$ cat src/rtl/sdram_burst_pkg.sv
package sdram_burst_pkg;

   typedef enum logic [2:0] {
      CMD_NONE,
      CMD_MODE,
      CMD_READ,
      CMD_WRITE,
      CMD_STOP
   } cmd_e;

   typedef struct packed {
      logic       full;     // full-page burst
      logic [1:0] bl_log;   // log2 of fixed burst length
      logic       ilv;      // interleaved ordering
      logic       cl3;      // read latency 3 (else 2)
      logic       wr_one;   // single-beat writes
   } mode_t;

   localparam mode_t MODE_RESET = '{full: 1'b0, bl_log: 2'd0, ilv: 1'b0,
                                    cl3: 1'b0, wr_one: 1'b0};

   localparam int MIN_CL = 2;
   localparam int MAX_CL = 3;

   function automatic cmd_e decode_cmd(input logic cs_n, input logic ras_n,
                                       input logic cas_n, input logic we_n);
      cmd_e c;
      c = CMD_NONE;
      if (!cs_n) begin
         case ({ras_n, cas_n, we_n})
            3'b000:  c = CMD_MODE;
            3'b101:  c = CMD_READ;
            3'b100:  c = CMD_WRITE;
            3'b110:  c = CMD_STOP;
            default: c = CMD_NONE;
         endcase
      end
      return c;
   endfunction

endpackage

$ cat src/rtl/sdram_mode_reg.sv
module sdram_mode_reg
   import sdram_burst_pkg::*;
(
   input  logic       clk,
   input  logic       rst_n,
   input  cmd_e       cmd,
   input  logic [9:0] word,
   output mode_t      mode
);

   mode_t next_mode;

   always_comb begin
      next_mode        = MODE_RESET;
      next_mode.ilv    = word[3];
      next_mode.cl3    = (word[6:4] == 3'b011);
      next_mode.wr_one = word[9];
      case (word[2:0])
         3'b001:  next_mode.bl_log = 2'd1;
         3'b010:  next_mode.bl_log = 2'd2;
         3'b011:  next_mode.bl_log = 2'd3;
         3'b111:  next_mode.full   = 1'b1;
         default: next_mode.bl_log = 2'd0;   // length 1, also reserved codes
      endcase
   end

   always_ff @(posedge clk) begin
      if (!rst_n)               mode <= MODE_RESET;
      else if (cmd == CMD_MODE) mode <= next_mode;
   end

   // mode only moves on a mode-set command
   p_mode_hold_r1: assert property (@(posedge clk) disable iff (!rst_n)
      ($past(rst_n) && $past(cmd) != CMD_MODE) |-> $stable(mode));

endmodule

$ cat src/rtl/sdram_col_gen.sv
module sdram_col_gen
   import sdram_burst_pkg::*;
#(
   parameter int COL_W  = 8,
   parameter int BANK_W = 2
)(
   input  logic              clk,
   input  logic              rst_n,
   input  cmd_e              cmd,
   input  logic [COL_W-1:0]  start_col,
   input  logic [BANK_W-1:0] start_bank,
   input  mode_t             mode,
   output logic [COL_W-1:0]  beat_col,
   output logic [BANK_W-1:0] beat_bank,
   output logic              beat_valid,
   output logic              beat_write,
   output logic              beat_last
);

   localparam logic [COL_W-1:0] ONE = COL_W'(1);

   logic              active, is_wr, len_full, ilv_r;
   logic [COL_W-1:0]  mask, start, cnt, offset;
   logic [BANK_W-1:0] bank_r;
   logic              load, one_beat;

   assign load     = (cmd == CMD_READ) || (cmd == CMD_WRITE);
   assign one_beat = (cmd == CMD_WRITE) && mode.wr_one;

   always_ff @(posedge clk) begin
      if (!rst_n) begin
         active   <= 1'b0;
         is_wr    <= 1'b0;
         len_full <= 1'b0;
         ilv_r    <= 1'b0;
         mask     <= '0;
         start    <= '0;
         cnt      <= '0;
         bank_r   <= '0;
      end else if (load) begin
         active   <= 1'b1;
         is_wr    <= (cmd == CMD_WRITE);
         len_full <= mode.full && !one_beat;
         ilv_r    <= mode.ilv && !mode.full;
         mask     <= one_beat  ? '0 :
                     mode.full ? '1 : (ONE << mode.bl_log) - ONE;
         start    <= start_col;
         cnt      <= '0;
         bank_r   <= start_bank;
      end else if (cmd == CMD_STOP) begin
         active <= 1'b0;
      end else if (active) begin
         if (beat_last) active <= 1'b0;
         else           cnt    <= cnt + ONE;
      end
   end

   assign offset     = ilv_r ? (start ^ cnt) : (start + cnt);
   assign beat_col   = (start & ~mask) | (offset & mask);
   assign beat_bank  = bank_r;
   assign beat_valid = active;
   assign beat_write = active && is_wr;
   assign beat_last  = active && !len_full && (cnt == mask);

   p_cnt_window_r3: assert property (@(posedge clk) disable iff (!rst_n)
      (active && !len_full) |-> ((cnt & ~mask) == '0));

   p_last_ends_r6: assert property (@(posedge clk) disable iff (!rst_n)
      (beat_last && !load) |=> !beat_valid);

   p_stop_r9: assert property (@(posedge clk) disable iff (!rst_n)
      (cmd == CMD_STOP) |=> !beat_valid);

   p_load_r10: assert property (@(posedge clk) disable iff (!rst_n)
      load |=> (beat_valid && beat_col == $past(start_col)
                && beat_bank == $past(start_bank)));

   p_single_wr_r7: assert property (@(posedge clk) disable iff (!rst_n)
      one_beat |=> beat_last);

endmodule

$ cat src/rtl/sdram_rd_delay.sv
module sdram_rd_delay
   import sdram_burst_pkg::*;
(
   input  logic clk,
   input  logic rst_n,
   input  logic beat_rd,
   input  logic cl3,
   output logic rd_valid
);

   logic [MAX_CL-1:0] stage;

   always_ff @(posedge clk) begin
      if (!rst_n) stage[0] <= 1'b0;
      else        stage[0] <= beat_rd;
   end

   for (genvar i = 1; i < MAX_CL; i++) begin : g_stage
      always_ff @(posedge clk) begin
         if (!rst_n) stage[i] <= 1'b0;
         else        stage[i] <= stage[i-1];
      end
   end

   assign rd_valid = cl3 ? stage[MAX_CL-1] : stage[MIN_CL-1];

   p_lat3_r8: assert property (@(posedge clk) disable iff (!rst_n)
      (cl3 && $past(cl3) && $past(cl3, 2)) |-> (rd_valid == $past(beat_rd, 3)));

   p_lat2_r8: assert property (@(posedge clk) disable iff (!rst_n)
      (!cl3 && !$past(cl3)) |-> (rd_valid == $past(beat_rd, 2)));

endmodule

$ cat src/rtl/sdram_burst_seq.sv
module sdram_burst_seq
   import sdram_burst_pkg::*;
#(
   parameter int ADDR_W = 12,
   parameter int COL_W  = 8,
   parameter int BANK_W = 2
)(
   input  logic              clk,
   input  logic              rst_n,
   input  logic              cs_n,
   input  logic              ras_n,
   input  logic              cas_n,
   input  logic              we_n,
   input  logic [ADDR_W-1:0] addr,
   input  logic [BANK_W-1:0] bank,
   output logic [COL_W-1:0]  beat_col,
   output logic [BANK_W-1:0] beat_bank,
   output logic              beat_valid,
   output logic              beat_write,
   output logic              beat_last,
   output logic              rd_valid
);

   if (ADDR_W < 10) begin : g_bad_addr
      $error("ADDR_W must hold the 10-bit mode word");
   end
   if (COL_W < 3 || COL_W > ADDR_W) begin : g_bad_col
      $error("COL_W must cover an 8-beat burst and fit the address bus");
   end

   cmd_e  cmd;
   mode_t mode;

   assign cmd = decode_cmd(cs_n, ras_n, cas_n, we_n);

   sdram_mode_reg u_mode (
      .clk   (clk),
      .rst_n (rst_n),
      .cmd   (cmd),
      .word  (addr[9:0]),
      .mode  (mode)
   );

   sdram_col_gen #(.COL_W(COL_W), .BANK_W(BANK_W)) u_cols (
      .clk        (clk),
      .rst_n      (rst_n),
      .cmd        (cmd),
      .start_col  (addr[COL_W-1:0]),
      .start_bank (bank),
      .mode       (mode),
      .beat_col   (beat_col),
      .beat_bank  (beat_bank),
      .beat_valid (beat_valid),
      .beat_write (beat_write),
      .beat_last  (beat_last)
   );

   sdram_rd_delay u_rdly (
      .clk      (clk),
      .rst_n    (rst_n),
      .beat_rd  (beat_valid && !beat_write),
      .cl3      (mode.cl3),
      .rd_valid (rd_valid)
   );

   p_deselect_r12: assert property (@(posedge clk) disable iff (!rst_n)
      (cs_n && !beat_valid) |=> !beat_valid);

endmodule

$ cat config.mk
export PLATFORM = sky130hd
export DESIGN_NAME = sdram_burst_seq
export DESIGN_NICKNAME = d
export VERILOG_FILES = /design/src/rtl/sdram_burst_pkg.sv /design/src/rtl/sdram_mode_reg.sv /design/src/rtl/sdram_col_gen.sv /design/src/rtl/sdram_rd_delay.sv /design/src/rtl/sdram_burst_seq.sv
export SDC_FILE = /design/constraint.sdc
export NUM_CORES = 1
export LEC_CHECK = 0
export ABC_AREA = 1
export CAP_MARGIN = 20
export CORE_ASPECT_RATIO = 1.25
export CORE_MARGIN = 2
export CORE_UTILIZATION = 40
export DETAILED_ROUTE_END_ITERATION = 6
export SYNTH_ARGS = -nofsm -noshare
export SYNTH_HDL_FRONTEND = slang
export SYNTH_SLANG_ARGS = --single-unit
export TNS_END_PERCENT = 5
$ cat constraint.sdc
create_clock -name clk -period 1.65 [get_ports clk]
set_input_delay 0.33 -clock clk [delete_from_list [all_inputs] [get_ports clk]]
set_output_delay 0.33 -clock clk [all_outputs]
set_load 0.03 [all_outputs]
# ---- Word-level counts from Yosys, hierarchy flattened
# Index checks and enable logic that the tools add are counted.
dict set report word_totals {
  regBits 39
  latch_bits 0
  ram_bits 0
  rom_bits 0
  in_bits 20
  output_inout_bits 14
  word_cells 68
  memories 0
}
dict set report classes {
  add_sub_neg 3
  multipliers 0
  div_mod_pow 0
  order_cmp 0
  eq_ne 13
  shift 1
  n_mux 12
  bitwise 8
  n_reduce_logical 15
}
# cell n
set ops {}
lappend ops {{$mux 8} 3}
lappend ops {{$and 8x8->8} 2}
lappend ops {{$eq 3x2->1 const B} 5}
lappend ops {{$eq 3x3->1 const B} 5}
lappend ops {{$pmux 3 s4} 1}
lappend ops {{$add 8x1->8 const B} 1}
lappend ops {{$add 8x8->8} 1}
lappend ops {{$eq 8x8->1} 1}
lappend ops {{$not 8->8} 1}
lappend ops {{$or 8x8->8} 1}
lappend ops {{$shl 1x2->8 const A} 1}
lappend ops {{$sub 8x1->8 const B} 1}
lappend ops {{$xor 8x8->8} 1}
lappend ops {{$logic_and 1x1->1} 7}
lappend ops {{$eq 3x1->1 const B} 2}
lappend ops {{$mux 1} 6}
lappend ops {{$pmux 2 s3} 1}
lappend ops {{$logic_not 1->1} 4}
lappend ops {{$logic_not 3->1} 1}
lappend ops {{$mux 3} 1}
lappend ops {{$not 1->1} 3}
lappend ops {{$reduce_and 3->1} 1}
lappend ops {{$reduce_or 2->1} 1}
lappend ops {{$logic_or 1x1->1} 1}

# ---- Depth between registers and ports, before layout
dict set report depth {
  word_depth 7
  mapped_depth 10
  ltp_nobuf 10
}

# ---- Hierarchy
# A second synthesis with hierarchy kept.
dict set report hier_totals {
  hier_cells 325
  hier_area_um2 2195.9
}
# module instances cells_each area_each_um2 seq_area_each_um2
set modules_own_cells {}
lappend modules_own_cells {sdram_col_gen 1 254 1769.2 580.6}
lappend modules_own_cells {sdram_mode_reg 1 48 291.5 120.1}
lappend modules_own_cells {sdram_rd_delay 1 13 97.6 60.1}
lappend modules_own_cells {sdram_burst_seq 1 10 37.5 0.0}

# ---- Worst setup path before layout
# Ideal clock, no wire load.
dict set report synth_path {
  path_type {flip-flop to output port}
  start {register u_cols.cnt[0]}
  end {output beat_col[4]}
  arrival_time_ns 2.043
  required_ns 1.320
  setup_slack_ns -0.723
  stages_incl_launch_ff 9
  path_buffers 0
  path_cell_list {dfxtp_1 -> ha_1 -> inv_1 -> fa_1 -> inv_1 -> nand3_1 -> a21oi_1 -> xnor2_1 -> o21ai_0}
}
dict set report synth_between {
  elab_chain_cells 4
}
# element line_no
set synth_rtl {}
lappend synth_rtl {{from (decl)} sdram_col_gen.sv:23} ;# logic [COL_W-1:0] mask, start, cnt, offset;
lappend synth_rtl {{from (signal assigned)} sdram_col_gen.sv:54} ;# else cnt <= cnt + ONE;
lappend synth_rtl {{$add 8x8->8} sdram_col_gen.sv:58} ;# assign offset = ilv_r ? (start ^ cnt) : (start + cnt);
lappend synth_rtl {{$mux 8} sdram_col_gen.sv:58}
lappend synth_rtl {{$and 8x8->8} sdram_col_gen.sv:59} ;# assign beat_col = (start & ~mask) | (offset & mask);
lappend synth_rtl {{$or 8x8->8} sdram_col_gen.sv:59}
lappend synth_rtl {{to (decl)} sdram_burst_seq.sv:16} ;# output logic [COL_W-1:0] beat_col,
# No other way between the ends.

# ---- Worst setup path after layout
dict set report layout_path {
  start {register u_cols.cnt[0]}
  end {output beat_col[6]}
}
# The elaborated chain is that of the path after synthesis.

==> impl_results.md <==
- # setup viols final: 8
- Final Cycle Share: 135%
- CTS tree: built
- Fmax: about 450 MHz
- Number of buffers and inverters on the critical path: 3
- CP cell instances: ha_4 > inv_2 > fa_2 > inv_2 > nand4_1 > o211ai_1 > nand2_1 > nand2_1 > nand3_1 > nand2_1 > buf_6
- Final worst slack: -0.571 ns
- Setup WS pre-CTS: -0.291 ns
- Met1 Use GR: about 22%
- Max incr delay on CP: 0.36 ns
- Biggest area consumer among synthesized cells: dfxtp_1
- H-tree levels: 2
- TritonRoute pass-1 iters: 4
- Area Growth Syn to Fin: 38.2%
- Number of enable flip-flop cells after synthesis: 0
- Async SR Flop Fraction: 0%
- Row cnt: 29
- Syn avg cell area: 7.04 µm²
- GRT Util Overall: between 10% and 20%
- First-pass GRT wire length: between 9 and 10 mm
- Worst reg-to-reg path cell count: 10
- PD cells: about 670 nW/µm²
- CP max-delay cell: dfxtp_4
- Peak VDD IR: about 0.37 mV
- GR Util met3: under 10%
- CTS Root Buffer Type: clkbuf_8
- Global route hottest layer: met2
- Leakage: about 1.4 nW
- Filler instances: roughly 530
- # diodes: 0
- Die area: 5950 µm²
- Outcome: complete, but fails checks
- Synth Instances: between 300 and 400
- Via count: ~2.2k
- Post-synthesis sequential area ratio: 35.6%
- Worst Setup Start Kind: register
- Final min period: roughly 2.2 ns
- Final net count: approximately 400
- Largest cells by area after synthesis: dfxtp_1, nand2_1, inv_1, a21oi_1, ha_1
- Via/cell ratio: approximately 5.0
- Design Power: 1.98 mW
- Max cap viols: 0
- CP Depth: 11
- Worst-path maximum fanout: 2
- Non-filler instance count after layout: between 400 and 500
- Initial antenna violation count: 0
- Vias in the first global route: a little over 2k
- WHS Path Cells: 2
- Fraction of layout cells with a size suffix above 1: roughly a quarter
- Chip width: 69.4 µm
- CP top delay family: adder cells
- Crit-path most repeated cell: nand2_1
- Clk_lat worst skew: between 0.2 and 0.3 ns
- DRT iter0 DRCs: 83
- Number of port buffers: 30
- WL per Instance: ~13 µm
- Core area: 5120 µm²
- Ys flop type: dfxtp_1
- Worst hold path type: register to register
- Maximum root-to-sink buffer count: 2
- Final WL: 5.52 mm
- CTS buffer count: 5
- Largest net degree at the start of global routing: 18
- CP Data Arrival Time: 1.89 ns
- Gr ovfl total: 0
- Chip height: roughly 86 µm
- Relative slew slack: 68.0%
- Clk sink count: 38
- Worst slew pin tran: approximately 0.48 ns
- Worst Skew: roughly 0.0055 ns
- I/O pins: 34
- Crit end category: output port
- Placed insts: 425
- GR Util met2: between 30 and 40%
- Starting Density: a little over two fifths
- DRC viols: 0
- Final Hold Viols: 0
- Share of Yosys cell area claimed by the top area cell type: 35.6%
- CP required: roughly 1.3 ns
- Final core utilization: roughly 58%
- RSZ-0062 raised after global routing: true
- Mapped Nets: between 300 and 400
- Clock Pin Slew Worst Setup and Hold Paths: roughly 0.08 ns
- Routability cong.: approximately 0.87
- Failing checks: negative setup slack
- Final Max Tran Viols: 0
- FF+latch count, synth: 38
- DP Wirelength: roughly 4.3 mm
- Cell variety after synth: 33
- Number of routed nets with antenna violations: 0
- Synth Warn #: 0
- CP Class: register to output port
- Syn Std Cell Area: between 2000 and 2500 µm²
-- cell usage in the layout, fill, tap and decap left out, drive strengths merged --
cell           synthesis  final
xor2                   8      8
a21oi                 32     32
clkbuf                 3      7
dlygate4sd2            0      3
dfxtp                 38     38
a31oi                  1      1
o211ai                 1      1
ha                    10     10
o21ai                 15     15
nor3                   4      4
or2                    1      1
inv                   47     47
nand3b                 1      1
clkinvlp               0      1
a211oi                 1      1
dlymetal6s2s           0      2
buf                    2     45
nand3                 20     20
nand2                 79     79
o22ai                  9      9
xnor2                  2      2
o21bai                 1      1
fa                     1      1
nor2                  23     23
clkinv                 1      1
nand4                  3      3
clkdlybuf4s50          0     16
a41oi                  1      1
-- sequential cells by signal, summed over array words and instances, names as in the netlist --
name               flops
u_cols.beat_bank       2
u_cols.is_wr           1
u_cols.beat_valid      1
u_cols.len_full        1
u_mode.mode            6
u_cols.start           8
u_cols.mask            7
u_cols.cnt             8
u_cols.ilv_r           1
u_rdly.stage           3
-- layer usage --
metal | vias up | routed length, µm | share of wire, %
li1 | 1122 | - | -
met3 | 6 | 152 | 2.8
met1 | 999 | 2480 | 45
met4 | 0 | 58 | 1.0
met2 | 29 | 2830 | 51
met5 | - | 0 | 0
-- through the flow --
stage	instance area [µm²]	TNS (ns)	hold WS, ns
5_1_grt	2960	-4.16	0.463
4_1_cts	2930	-3.59	0.444
3_3_place_gp	2790	-1.65	0.424
3_5_place_dp	2790	-2.07	0.438
6_report	2960	-3.29	0.436
2_1_floorplan	2180	-1.17	0.390
-- worst paths after layout --
check / slack, ns / start / endpoint
worst max register to register: 0.19 / u_cols.cnt[5] / u_cols.cnt[7]
worst max-delay path: -0.57 / u_cols.cnt[0] / beat_col[6]
worst min register to register: 0.44 / u_rdly.stage[0] / u_rdly.stage[1]
worst min-delay path: 0.44 / u_rdly.stage[0] / u_rdly.stage[1]
-- cell usage after synthesis, types with 2 or more instances --
cell type,n
nand2_1,77
xor2_1,8
clkbuf_1,3
inv_1,42
o22ai_1,9
o21ai_0,15
nor2_1,21
a21oi_2,5
nor3_1,3
buf_2,2
inv_2,5
xnor2_1,2
dfxtp_1,38
ha_1,10
a21oi_1,27
nand4_1,3
nand3_1,18
-- power by group --
group	total [mW]	internal [mW]	switching, mW
clock	0.737	0.390	0.347
combinational	0.290	0.136	0.154
sequential	0.954	0.937	0.0168
total	1.98	1.46	0.517
-- worst min-delay path, cell delays in order, from the launching register on --
cell and delay (ns):
dfxtp_1 0.31, nand2_1 0.06, inv_1 0.03
-- repair_timing --
action	in CTS	in global routing
hold endpoints to repair	0	0
hold buffers	0	0
endpoints found under the setup margin	11	10
setup buffers	2	0
resized for setup	10	7
pin swaps	9	2
-- cell families (layout without fill, tap and decap cells) --
group	Yosys count	after routing	synth area share (%)
AND/OR/NAND/NOR	131	131	27.0
AO/OA/AOI/OAI	61	61	17.1
buffers and inverters	53	122	9.42
flip-flops	38	38	35.6
adder cells (fa/ha/maj)	11	11	6.78
XOR/XNOR	10	10	4.09
-- layout make-up --
type                       instances  area [µm²]  area share (%)
multi-input combinational        213        1240            41.9
sequential                        38         767            25.9
timing repair buffer              66         589            19.9
inverter                          48         180            6.09
clock buffer                       7        97.6            3.30
tap                               62        77.6            2.62
clock inverter                     1        7.51           0.254
Note: power is estimated with default switching activity, not from simulation.
